<file path="src/rtl/pic_pkg.sv">
package pic_pkg;
  typedef enum logic [1:0] {
    REG_EN   = 2'd0,
    REG_SEL  = 2'd1,
    REG_PRIO = 2'd2,
    REG_PEND = 2'd3
  } pic_reg_e;

  localparam int unsigned CLS_IRQ = 0;
  localparam int unsigned CLS_FIQ = 1;
  localparam int unsigned N_CLS   = 2;
endpackage

</file>
<file path="src/rtl/pic_regs.sv">
module pic_regs
  import pic_pkg::*;
#(
  parameter int unsigned N_SRC  = 32,
  parameter int unsigned N_PRIO = 8,
  parameter int unsigned PW     = 3,
  localparam int unsigned PRIO_W = N_PRIO * PW
) (
  input  logic              clk_i,
  input  logic              rst_ni,
  input  logic              we_i,
  input  logic [1:0]        addr_i,
  input  logic [N_SRC-1:0]  wdata_i,
  input  logic [N_SRC-1:0]  pend_i,
  output logic [N_SRC-1:0]  en_o,
  output logic [N_SRC-1:0]  sel_o,
  output logic [PRIO_W-1:0] prio_o,
  output logic [N_SRC-1:0]  rdata_o
);
  logic [PRIO_W-1:0] prio_rst;
  logic [N_SRC-1:0]  en_q, sel_q;
  logic [PRIO_W-1:0] prio_q;
  pic_reg_e          reg_a;

  assign reg_a = pic_reg_e'(addr_i);

  // Reset levels equal the source number: fixed ordering by default.
  for (genvar g = 0; g < N_PRIO; g++) begin : g_prst
    assign prio_rst[g*PW +: PW] = PW'(g);
  end

  always_ff @(posedge clk_i or negedge rst_ni) begin
    if (!rst_ni) begin
      en_q   <= '0;
      sel_q  <= '0;
      prio_q <= prio_rst;
    end else if (we_i) begin
      case (reg_a)
        REG_EN:   en_q   <= wdata_i;
        REG_SEL:  sel_q  <= wdata_i;
        REG_PRIO: prio_q <= wdata_i[PRIO_W-1:0];
        default:  ;
      endcase
    end
  end

  always_comb begin
    case (reg_a)
      REG_EN:   rdata_o = en_q;
      REG_SEL:  rdata_o = sel_q;
      REG_PRIO: rdata_o = N_SRC'(prio_q);
      default:  rdata_o = pend_i;
    endcase
  end

  assign en_o   = en_q;
  assign sel_o  = sel_q;
  assign prio_o = prio_q;
endmodule

</file>
<file path="src/rtl/pic_arb.sv">
module pic_arb #(
  parameter int unsigned N_SRC  = 32,
  parameter int unsigned N_PRIO = 8,
  parameter int unsigned PW     = 3,
  localparam int unsigned IDXW  = $clog2(N_SRC),
  localparam int unsigned KW    = 1 + PW + IDXW
) (
  input  logic [N_SRC-1:0]       req_i,
  input  logic [N_PRIO*PW-1:0]   prio_i,
  output logic                   vld_o,
  output logic [IDXW-1:0]        idx_o
);
  // Rank key {tier, level, number}: smallest key wins, number breaks ties.
  logic [KW-1:0] key [N_SRC];

  for (genvar g = 0; g < N_SRC; g++) begin : g_key
    if (g < N_PRIO) begin : g_prog
      assign key[g] = {1'b0, prio_i[g*PW +: PW], IDXW'(g)};
    end else begin : g_fixed
      assign key[g] = {1'b1, {PW{1'b0}}, IDXW'(g)};
    end
  end

  logic [KW-1:0] best_key;

  always_comb begin
    vld_o    = 1'b0;
    idx_o    = '0;
    best_key = '1;
    for (int i = 0; i < N_SRC; i++) begin
      if (req_i[i] && (!vld_o || key[i] < best_key)) begin
        vld_o    = 1'b1;
        best_key = key[i];
        idx_o    = IDXW'(i);
      end
    end
  end
endmodule

</file>
<file path="src/rtl/prio_irq_ctrl.sv">
module prio_irq_ctrl
  import pic_pkg::*;
#(
  parameter int unsigned N_SRC  = 32,
  parameter int unsigned N_PRIO = 8,
  parameter int unsigned PW     = 3,
  localparam int unsigned IDXW  = $clog2(N_SRC),
  localparam int unsigned PRIO_W = N_PRIO * PW
) (
  input  logic             clk_i,
  input  logic             rst_ni,
  input  logic [N_SRC-1:0] irq_src_i,
  input  logic             cfg_we_i,
  input  logic [1:0]       cfg_addr_i,
  input  logic [N_SRC-1:0] cfg_wdata_i,
  output logic [N_SRC-1:0] cfg_rdata_o,
  output logic             fiq_o,
  output logic [IDXW-1:0]  fiq_id_o,
  output logic             irq_o,
  output logic [IDXW-1:0]  irq_id_o
);
  logic [N_SRC-1:0]  en_q, sel_q;
  logic [PRIO_W-1:0] prio_q;

  pic_regs #(.N_SRC(N_SRC), .N_PRIO(N_PRIO), .PW(PW)) u_regs (
    .clk_i   (clk_i),
    .rst_ni  (rst_ni),
    .we_i    (cfg_we_i),
    .addr_i  (cfg_addr_i),
    .wdata_i (cfg_wdata_i),
    .pend_i  (irq_src_i),
    .en_o    (en_q),
    .sel_o   (sel_q),
    .prio_o  (prio_q),
    .rdata_o (cfg_rdata_o)
  );

  logic [N_SRC-1:0] cls_req [N_CLS];
  logic [N_CLS-1:0] hit_d, hit_q;
  logic [IDXW-1:0]  id_d [N_CLS];
  logic [IDXW-1:0]  id_q [N_CLS];

  for (genvar c = 0; c < N_CLS; c++) begin : g_cls
    if (c == CLS_FIQ) begin : g_fiq
      assign cls_req[c] = irq_src_i & en_q & sel_q;
    end else begin : g_irq
      assign cls_req[c] = irq_src_i & en_q & ~sel_q;
    end

    pic_arb #(.N_SRC(N_SRC), .N_PRIO(N_PRIO), .PW(PW)) u_arb (
      .req_i  (cls_req[c]),
      .prio_i (prio_q),
      .vld_o  (hit_d[c]),
      .idx_o  (id_d[c])
    );

    always_ff @(posedge clk_i or negedge rst_ni) begin
      if (!rst_ni) begin
        hit_q[c] <= 1'b0;
        id_q[c]  <= '0;
      end else begin
        hit_q[c] <= hit_d[c];
        id_q[c]  <= id_d[c];
      end
    end
  end

  assign fiq_o    = hit_q[CLS_FIQ];
  assign fiq_id_o = id_q[CLS_FIQ];
  assign irq_o    = hit_q[CLS_IRQ];
  assign irq_id_o = id_q[CLS_IRQ];
endmodule

</file>
<file path="config.mk">
export PLATFORM = sky130hd
export DESIGN_NAME = prio_irq_ctrl
export DESIGN_NICKNAME = d
export VERILOG_FILES = /design/src/rtl/pic_pkg.sv /design/src/rtl/pic_regs.sv /design/src/rtl/pic_arb.sv /design/src/rtl/prio_irq_ctrl.sv
export SDC_FILE = /design/constraint.sdc
export NUM_CORES = 1
export LEC_CHECK = 0
export ABC_AREA = 1
export BUFFER_PORTS_ARGS = -buffer_cell sky130_fd_sc_hd__buf_2
export CORE_MARGIN = 2
export CORE_UTILIZATION = 51
export DETAILED_ROUTE_END_ITERATION = 16
export PLACE_DENSITY_LB_ADDON = 0.3
export SLEW_MARGIN = 5
export SYNTH_ARGS = -nofsm -noshare
export SYNTH_HDL_FRONTEND = slang
export SYNTH_SLANG_ARGS = --single-unit
export TNS_END_PERCENT = 1
</file>
<file path="constraint.sdc">
create_clock -name clk_i -period 7.17 [get_ports clk_i]
set_clock_uncertainty 0.15 [all_clocks]
set_input_delay 0.3585 -clock clk_i [delete_from_list [all_inputs] [get_ports clk_i]]
set_output_delay 0.3585 -clock clk_i [all_outputs]
set_load 0.005 [all_outputs]
</file>
==> results.md, run 1 <==
* Status: finished, violations left
* Failing checks: negative setup slack
* Global-route wire length before repair at 39.32 mm
* Largest stage delay on the critical path at 0.41 ns
* Max cap viols at 0
* Nature of the critical path endpoint: register
* RSZ-0062 raised after global routing: yes
* Worst-path clk slew at 0.08 ns
* Actual transition at the worst max-transition pin at 1.169 ns
* Startpoint types: register
* Area delta synth->final at 32.33%
* Hold depth at 3
* Worst path buffer plus inverter count at 11
* # IOs at 113
* CTS sink count at 100
* Max_slew headroom at 21.79%
* Final setup vio count at 6
* Total power draw at ~0.0024 W
* FF-to-FF Start: u_regs.sel_o[0]$_DFFE_PN0P_
* Clock Path Buffers at 2
* Port Buf Inserts at 112
* Max Fclk at 0.1208 GHz
* Crit path top cell by count: nand2_1
* Clk_lat worst skew at 0.36 ns
* Pin count of the biggest net entering global routing at 65
* Vias in the first global route at 7978
* Distinct cells, synth at just over 50
* Part of the Yosys area used for sequential elements at 33.43%
* Post-synth EDFFs at 0
* Router iterations before antenna repair at 6
* Synth Instances at 1080
* Area contributors post-synth: dfrtp_1 29%, nand2_1 14%, o21ai_0 9.0%
* Vias at 8403
* Dominant synthesized flop cell: dfrtp_1
* Hold Crit Endpoint: u_regs.prio_o[3]$_DFFE_PN1P_
* Yosys top cell area share at 29.24%
* Fin nets at 1397
* Die width at 125.5 um
* Final WL at 25.22 mm
* Chip height at around 130 um
* Final Util at 68.83%
* Flop2flop setup slack at -1.11 ns
* CTS tree: yes
* FP Rows at between 40 and 50
* Async set-reset flop share out of synthesis at 100.0%
* Antenna viol nets, final at 0
* VDD IR max at 154.6 uV
* Critical Path AT at 8.36 ns
* Starting density of the core at a little over half
* Vias per cell at roughly 5.7
* Slowest-stage cell, CP: dfrtp_1
* Reg2Reg Depth at 58
* Fin. Hold Viols at 0
* ANT cells at 0
* PD cells at 239.2 nW/um2
* GPL Wtd Cong at 0.9857
* Hold wc startpoint: cfg_wdata_i[3]
* Leakage power at around 5.1 nW
* Tmin final at about 8.3 ns
* Worst Hold Class: in2reg
* Layout cell share with drive strength beyond 1 at between 30% and 40%
* DRC at 0
* Tot GR Track Use at 30.94%
* Final max-slew violation count at 0
* Synth area leader: dfrtp_1
* Avg Inst Size Synth at 6.973 um2
* Worst setup slack after layout at -1.111 ns
* Crit Path Max Fanout at 7
* Period utilisation layout at 115.5%
* WL per Instance at 16.98 um
* Root buf cell: clkbuf_16
* Die area at ~16000 um2
* Syn_nets at around 1200
* Detailed Place HPWL at 16.74 mm
* Worst EP required at 7.25 ns
* Core ar. at 14480 um2
* Grt total ovfl at 0
* Synth cell count leaders: 283 x nand2_1, 173 x inv_1, 135 x o21ai_0, 88 x dfrtp_1
* Crit path kind: reg2reg
* Count leader, synth: nand2_1
* Synth Warn # at 0
* Filler instances at about 1200
* CP delay by family, top: simple AND/OR/NAND/NOR gates
* CTS buffer count at 9
* Initial antenna violation count at 0
* CTS HTree Levels at 3
* R2R Path End: irq_id_o[2]$_DFF_PN0_
* Iteration-0 DRC count of the detailed router at 767
* #FFs+latches synth at 100
* Mapped cell area at 7531 um2
placed cells by master (no fill, tap or decap), types with 6 or more instances in the layout:
master	instances
a21oi_1	10
a21oi_2	6
a221oi_1	7
and3_1	7
buf_2	111
buf_4	117
clkbuf_16	9
dfrtp_1	87
dfstp_2	12
ha_1	22
ha_4	9
inv_1	166
inv_2	17
nand2_1	263
nand2_2	24
nand2_4	11
nand3_1	52
nand3_2	10
nand4_1	28
nor2_1	44
nor2_2	11
nor2_4	17
nor3_1	38
nor3_2	6
o2111ai_1	6
o21ai_0	108
o21ai_1	16
o21ai_2	14
o221ai_1	6
cells by family (layout without fill, tap and decap cells):
group	count (synthesis)	count (layout)	share of synthesized area, %
DFF	100	100	33.43
adders and majority gates	32	32	5.316
AOI/OAI and AO/OA	201	201	15.97
buffers and inverters	213	434	10.63
and+or+nand+nor	534	534	34.66
cell type report:
cell class	instances	area, um2	share of cell area [%]
Clock inverter	7	102.6	1.029
Inverter	185	695.7	6.981
Clock buffer	9	225.2	2.260
Sequential cell	100	2519	25.27
Multi-Input combinational cell	767	4705	47.21
Timing Repair Buffer	233	1489	14.94
Tap cell	184	230.2	2.310
state kept, by name, indices dropped and copies added, names as in the netlist:
name and flops:
fiq_id_o 5, u_regs.sel_o 32, irq_id_o 5, u_regs.en_o 32, fiq_o 1, irq_o 1, u_regs.prio_o 24
routing by layer:
metal  wire [um]  GRT usage (%)
met1       10250          41.53
met2       11800          49.70
met3        2150          5.006
met4        1020          13.14
met5           0              0
worst reg2reg max path: cells and delay by family, from the launching register on:
kind	cells	cell delay [ns]
and+or+nand+nor	29	3.07
AOI/OAI and AO/OA	12	1.86
buffers and inverters	11	1.04
DFF	1	0.41
adders and majority gates	6	1.64
where the power goes:
group | internal [W] | switching [W] | total, W
sequential | 0.000682 | 0.000107 | 0.000789
combinational | 0.000452 | 0.000605 | 0.00106
clock | 0.000284 | 0.000255 | 0.000539
stage by stage:
step | worst slack, ns | setup TNS [ns] | hold slack (ns) | instances | area [um2]
6_report | -1.111 | -5.077 | 0.09997 | 1485 | 9966
4_1_cts | -0.7646 | -3.805 | 0.09654 | 1475 | 9638
3_5_place_dp | -1.472 | -6.543 | 0.2324 | 1423 | 8832
3_3_place_gp | -1.387 | -4.915 | 0.2315 | 1423 | 8832
5_1_grt | -1.592 | -8.252 | 0.1130 | 1485 | 9966
2_1_floorplan | -0.2644 | -0.9511 | -0.08709 | 1080 | 7574
how the worst max path moves through the flow:
stage	depth (start not counted)	slack, ns	endpoint	startpoint
after floorplan	59	-0.26	irq_id_o[0]$_DFF_PN0_	u_regs.sel_o[0]$_DFFE_PN0P_
after global placement	61	-1.39	fiq_id_o[0]$_DFF_PN0_	irq_src_i[0]
after detailed placement	61	-1.47	fiq_id_o[0]$_DFF_PN0_	irq_src_i[0]
after CTS	59	-0.76	irq_id_o[0]$_DFF_PN0_	u_regs.sel_o[0]$_DFFE_PN0P_
after global routing	56	-1.59	irq_id_o[0]$_DFF_PN0_	u_regs.sel_o[0]$_DFFE_PN0P_
final	58	-1.11	irq_id_o[2]$_DFF_PN0_	u_regs.sel_o[0]$_DFFE_PN0P_
timing repair:
item / 4_1_cts / 5_1_grt
setup endpoints to repair: 6 / 6
resized for setup: 67 / 52
endpoints found under the hold margin: 34 / 0
hold buffers: 1 / 0
pin swaps: 68 / 58
buffers inserted: 35 / 10
Power figures use the tool's default switching activity.
==> run 2: changes to the inputs <==
--- a/config.mk
+++ b/config.mk
@@ -7,8 +7,10 @@
 export LEC_CHECK = 0
 export ABC_AREA = 1
 export BUFFER_PORTS_ARGS = -buffer_cell sky130_fd_sc_hd__buf_2
+export CORE_ASPECT_RATIO = 1.25
 export CORE_MARGIN = 2
 export CORE_UTILIZATION = 51
+export CTS_CLUSTER_DIAMETER = 60
 export DETAILED_ROUTE_END_ITERATION = 16
 export PLACE_DENSITY_LB_ADDON = 0.3
 export SLEW_MARGIN = 5
==> results.md, run 2 (synthesized netlist as in run 1, its figures left out) <==
* Commonest non-fill, non-tap cell in the layout: nand2_1
* Port Buf Inserts at approximately 110
* Final max-slew violation count at 0
* Final Util at 68.02%
* Total power draw at approximately 0.0023 W
* Most frequent cells in the layout: 262 x nand2_1, 167 x inv_1, 118 x buf_4
* Router iterations before antenna repair at 5
* CTS sink count at 100
* WL per Instance at 16.50 um
* Clk_lat worst skew at 0.38 ns
* Detailed Place HPWL at 17.17 mm
* Pre-CTS setup slack at -1.392 ns
* RSZ-0062 raised after global routing: yes
* Max_slew headroom at about a fifth
* Worst Hold Class: in2reg
* Failing checks: negative setup slack
* Die width at 112.7 um
* ANT cells at 0
* Starting density of the core at 52.27%
* Core ar. at 14410 um2
* P_int at ~0.0014 W
* Antenna viol nets, final at 0
* Worst path buffer plus inverter count at 9
* # IOs at approximately 110
* Layout cell share with drive strength beyond 1 at between 30% and 40%
* FP Rows at 49
* Critical Path AT at about 8.1 ns
* Worst-path clk slew at 0.08 ns
* PD cells at roughly 240 nW/um2
* Area delta synth->final at 30.14%
* Crit Path Max Fanout at 8
* Sw Share at 40.96%
* Max Fclk at between 0.1 and 0.15 GHz
* Vias in the first global route at around 7600
* Grt total ovfl at 0
* Clock Path Buffers at 2
* Setup TNS Final at -4.122 ns
* Final WL at 24.40 mm
* DRC at 0
* Die area at ~16000 um2
* Actual transition at the worst max-transition pin at roughly 1.2 ns
* CTS HTree Levels at 3
* Largest stage delay on the critical path at 0.39 ns
* Vias per cell at 5.538
* Nature of the critical path endpoint: register
* Status: finished, violations left
* VDD IR max at around 140 uV
* Period utilisation layout at 111.9%
* CP delay by family, top: simple AND/OR/NAND/NOR gates
* Fin. Hold Viols at 0
* NetSw at 0.0009485 W
* Initial antenna violation count at 0
* Max cap viols at 0
* Sequential share of power at between 30% and 40%
* Vias at 8190
* Worst EP required at 7.27 ns
* Crit path kind: reg2reg
* Crit path top cell by count: nand4_1
* Pin count of the biggest net entering global routing at 68
* CTS tree: yes
* Iteration-0 DRC count of the detailed router at ~630
* Global-route wire length before repair at 37.66 mm
* CTS buffer count at 9
* GPL Wtd Cong at 0.9474
* Tot GR Track Use at approximately 30%
* Tmin final at about 8 ns
* Slowest-stage cell, CP: dfrtp_1
* Chip height at about 140 um
* Worst setup slack after layout at -0.8534 ns
* Multi-input logic area at 4562 um2
* Startpoint types: register
* Leakage power at 5.060 nW
* Final setup vio count at 6
* Clock share of power at 22.2%
* Filler instances at 1213
* Root buf cell: clkbuf_16
* Register area at 2519 um2
* Fin nets at 1397
* Combinational Power Share at a little over two fifths
[run 2: power by group through the flow]
stage,logic [W],registers (W),clock network (W)
6_report,0.00101,0.000789,0.000515
3_5_place_dp,0.000879,0.000789,0
5_1_grt,0.00112,0.000801,0.000539
3_3_place_gp,0.000856,0.000788,0
4_1_cts,0.000931,0.000783,0.000517
2_1_floorplan,0.000555,0.000768,0
[run 2: through the flow]
stage / instances / area (um2) / hold WS [ns]
final: 1479 / 9801 / 0.08845
after global routing: 1479 / 9801 / 0.1007
after CTS: 1461 / 9464 / 0.09032
after detailed placement: 1422 / 8862 / 0.1803
after global placement: 1422 / 8862 / 0.1780
after floorplan: 1080 / 7574 / -0.08709
[run 2: final timing paths]
check	startpoint	to	slack, ns	cells after the start
min in group asynchronous	rst_ni	u_regs.en_o[17]$_DFFE_PN0P_	0.31	2
setup reg to reg	u_regs.sel_o[0]$_DFFE_PN0P_	irq_id_o[0]$_DFF_PN0_	-0.85	61
max in group asynchronous	rst_ni	u_regs.en_o[0]$_DFFE_PN0P_	5.27	3
hold / removal	cfg_wdata_i[30]	u_regs.sel_o[30]$_DFFE_PN0P_	0.09	3
setup / recovery	u_regs.sel_o[0]$_DFFE_PN0P_	irq_id_o[0]$_DFF_PN0_	-0.85	61
hold reg to reg	u_regs.prio_o[15]$_DFFE_PN1P_	u_regs.prio_o[15]$_DFFE_PN1P_	0.36	2
[run 2: routing by layer]
metal  up-vias  share of wire (%)  global-route usage [%]
li1       3985                  -                       -
met1      3767                 41                   38.25
met2       359                 49                   51.18
met3        79                6.8                   4.922
met4         0                3.2                   10.21
met5         -                  0                       0
[run 2: worst register-to-register path, delay by kind of cell (launching register included)]
kind,cells,cell delay (ns)
AO/OA/AOI/OAI,11,1.26
adder cells (fa/ha/maj),6,1.70
AND/OR/NAND/NOR,35,3.61
buffers and inverters,9,0.82
flip-flops,1,0.39
[run 2: what timing repair did]
action,4_1_cts,5_1_grt
hold endpoints to repair,29,0
hold buffers,1,0
resized for setup,34,58
pin swaps,39,67
setup buffers,22,18
endpoints found under the setup margin,6,6
[run 2: layout make-up]
type / instances / share of cell area (%)
Tap cell: 178 / 2.272
Clock inverter: 7 / 0.9064
Clock buffer: 9 / 2.298
Inverter: 185 / 7.124
Multi-Input combinational cell: 767 / 46.55
Timing Repair Buffer: 233 / 15.15
Sequential cell: 100 / 25.70
==> run 3: changes to the inputs <==
--- a/config.mk
+++ b/config.mk
@@ -16,5 +16,6 @@
 export SLEW_MARGIN = 5
 export SYNTH_ARGS = -nofsm -noshare
 export SYNTH_HDL_FRONTEND = slang
+export SYNTH_HIERARCHICAL = 1
 export SYNTH_SLANG_ARGS = --single-unit
 export TNS_END_PERCENT = 1
==> results.md, run 3 <==
* Pin count of the biggest net entering global routing at 72
* GPL Wtd Cong at 0.9648
* Starting density of the core at between 50% and 60%
* Max_slew headroom at 30.96%
* Status: finished, violations left
* CTS sink count at 100
* Detailed Place HPWL at around 18 mm
* DRC at 0
* Synth Warn # at 6
* CTS tree: yes
* Mapped cell area at about 8000 um2
* Worst Hold Class: in2reg
* Part of the Yosys area used for sequential elements at between 30% and 40%
* Largest stage delay on the critical path at 0.36 ns
* Clock Path Buffers at 2
* Commonest non-fill, non-tap cell in the layout: nand2_1
* Fin nets at 1489
* Flop2flop setup slack at -0.87 ns
* Startpoint types: register
* Slowest-stage cell, CP: dfrtp_1
* Final setup vio count at 6
* Clk_lat worst skew at 0.36 ns
* Filler instances at 1332
* Fin. Hold Viols at 0
* Critical Path AT at slightly above 8 ns
* Initial antenna violation count at 1
* CTS HTree Levels at 3
* Crit path kind: reg2reg
* Synth cell count leaders: 433 x nand2_1, 152 x nand3_1, 120 x inv_1, 96 x nor2_1, 88 x dfrtp_1
* Port Buf Inserts at 112
* Post-Layout Cell Count at around 1600
* Vias at 8906
* Crit path top cell by count: buf_4
* Failing checks: negative setup slack
* Synth area leader: dfrtp_1
* Post-synth EDFFs at 0
* Placed cells at 1537
* Die width at roughly 120 um
* Adder-Cell Fraction of Synth Area at 5.079%
* CTS buffer count at 9
* Tot GR Track Use at about 33%
* VDD IR max at between 150 and 200 uV
* Yosys top cell area share at 27.94%
* Synth Instances at 1190
* Final max-slew violation count at 0
* Chip height at 143.0 um
* RSZ-0062 raised after global routing: yes
* Post-Synth Simple-Gate Area at 46.63%
* WL per Instance at 16.87 um
* Vias per cell at 5.563
* Xor and xnor area share after synthesis at 0%
* Grt total ovfl at 0
* ANT cells at 0
* FP Rows at 50
* Main combinational cell family by area after synthesis: simple AND/OR/NAND/NOR gates
* #FFs+latches synth at 100
* Synth Area in Compound Gates at between 5 and 6%
* Count leader, synth: nand2_1
* Final WL at 27.01 mm
* Max Fclk at 0.1244 GHz
* Register area at 2517 um2
* Leakage power at approximately 5.2 nW
* Global-route wire length before repair at between 40 and 50 mm
* Worst EP required at 7.25 ns
* Distinct cells, synth at 50
* Router iterations before antenna repair at 8
* Core ar. at around 15000 um2
* Actual transition at the worst max-transition pin at 1.033 ns
* Most frequent cells in the layout: 405 x nand2_1, 148 x nand3_1, 115 x buf_4
* Syn_nets at 1291
* Period utilisation layout at 112.1%
* Die area at about 16000 um2
* Worst-path clk slew at 0.08 ns
* Crit Path Max Fanout at 6
* Multiplexer share of the synthesized area at 0%
* Antenna viol nets, final at 0
* Setup TNS Final at -4.727 ns
* Async set-reset flop share out of synthesis at 100.0%
* Avg Inst Size Synth at about 6.6 um2
* Dominant synthesized flop cell: dfrtp_1
* Worst setup slack after layout at -0.8665 ns
* Max cap viols at 0
* Root buf cell: clkbuf_16
* Layout cell share with drive strength beyond 1 at 29.72%
* Area contributors post-synth: dfrtp_1 28%, nand2_1 21%, nand3_1 9.7%
* PD cells at 225.3 nW/um2
* Multi-input logic area at 4935 um2
* # IOs at roughly 110
* Tmin final at 8.037 ns
* Nature of the critical path endpoint: register
* Iteration-0 DRC count of the detailed router at 684
* Vias in the first global route at 8444
* Area delta synth->final at 26.43%
run 3: cell count changes in the layout (fill, tap and decap cells not counted), sizes merged, moves of 21 or more:
cell | previous run | this run
o21ai | 140 | 42
nor2 | 72 | 117
nand2 | 299 | 447
inv | 186 | 142
nand3 | 66 | 154
nand4 | 32 | 53
nor3 | 47 | 13
run 3: metrics by stage:
step	hold slack, ns	total power, W	utilization, %	area, um2	setup slack (ns)
floorplan	-0.08709	0.001321	-	7969	-0.1928
global placement	0.1541	0.001625	59.68	8999	-0.8695
detailed placement	0.1579	0.001643	59.68	8999	-0.9932
CTS	0.05757	0.002181	64.36	9703	-0.5957
global route	0.06628	0.002387	66.10	9966	-1.420
finish	0.06038	0.002245	66.10	9966	-0.8665
run 3: logic make-up after synthesis:
group           count (synthesis)
simple gates                  802
buf+inv                       183
flops                         100
compound gates                 73
fa+ha+maj                      32
run 3: area by class of cell:
class                           count  area share [%]
Clock buffer                       12           2.473
Timing Repair Buffer              227           14.34
Inverter                          143           5.461
Tap cell                          208           2.611
Multi-Input combinational cell    907           49.52
Sequential cell                   100           25.26
Clock inverter                      4          0.3390
run 3: repair_timing:
action / CTS / global route
hold endpoints to repair: 25 / 0
gates resized for setup: 34 / 48
setup endpoints to repair: 6 / 6
buffers inserted: 39 / 8
hold buffers: 1 / 0
pin swaps: 36 / 41
run 3: final timing paths:
kind	start	end	depth (start not counted)
min reg2reg	u_regs/en_o[23]$_DFFE_PN0P_	u_regs/en_o[23]$_DFFE_PN0P_	2
min	cfg_wdata_i[14]	u_regs/prio_o[14]$_DFFE_PN1P_	3
max in group asynchronous	rst_ni	u_regs/prio_o[2]$_DFFE_PN0P_	3
max reg2reg	u_regs/en_o[0]$_DFFE_PN0P_	irq_id_o[0]$_DFF_PN0_	63
max	u_regs/en_o[0]$_DFFE_PN0P_	irq_id_o[0]$_DFF_PN0_	63
min in group asynchronous	rst_ni	u_regs/en_o[15]$_DFFE_PN0P_	2
run 3: worst max-delay path, delay by kind of cell, from the launching register on:
family          cells  cell delay, ns
simple gates       26            2.29
buf+inv            27            3.08
flops               1            0.36
fa+ha+maj           4            1.14
compound gates      6            0.88
run 3: where the power goes:
group / switching [W] / internal, W / total, W
sequential: 0.000120 / 0.000683 / 0.000803
clock: 0.000237 / 0.000249 / 0.000486
combinational: 0.000556 / 0.000401 / 0.000957
total: 0.000912 / 0.00133 / 0.00225
run 3: routing by layer:
metal / track usage, % / routed length, um / up-vias
li1: - / - / 4256
met4: 15.92 / 1280 / 0
met1: 41.40 / 10650 / 4134
met2: 54.49 / 12910 / 426
met3: 5.221 / 2161 / 90
met5: 0 / 0 / -
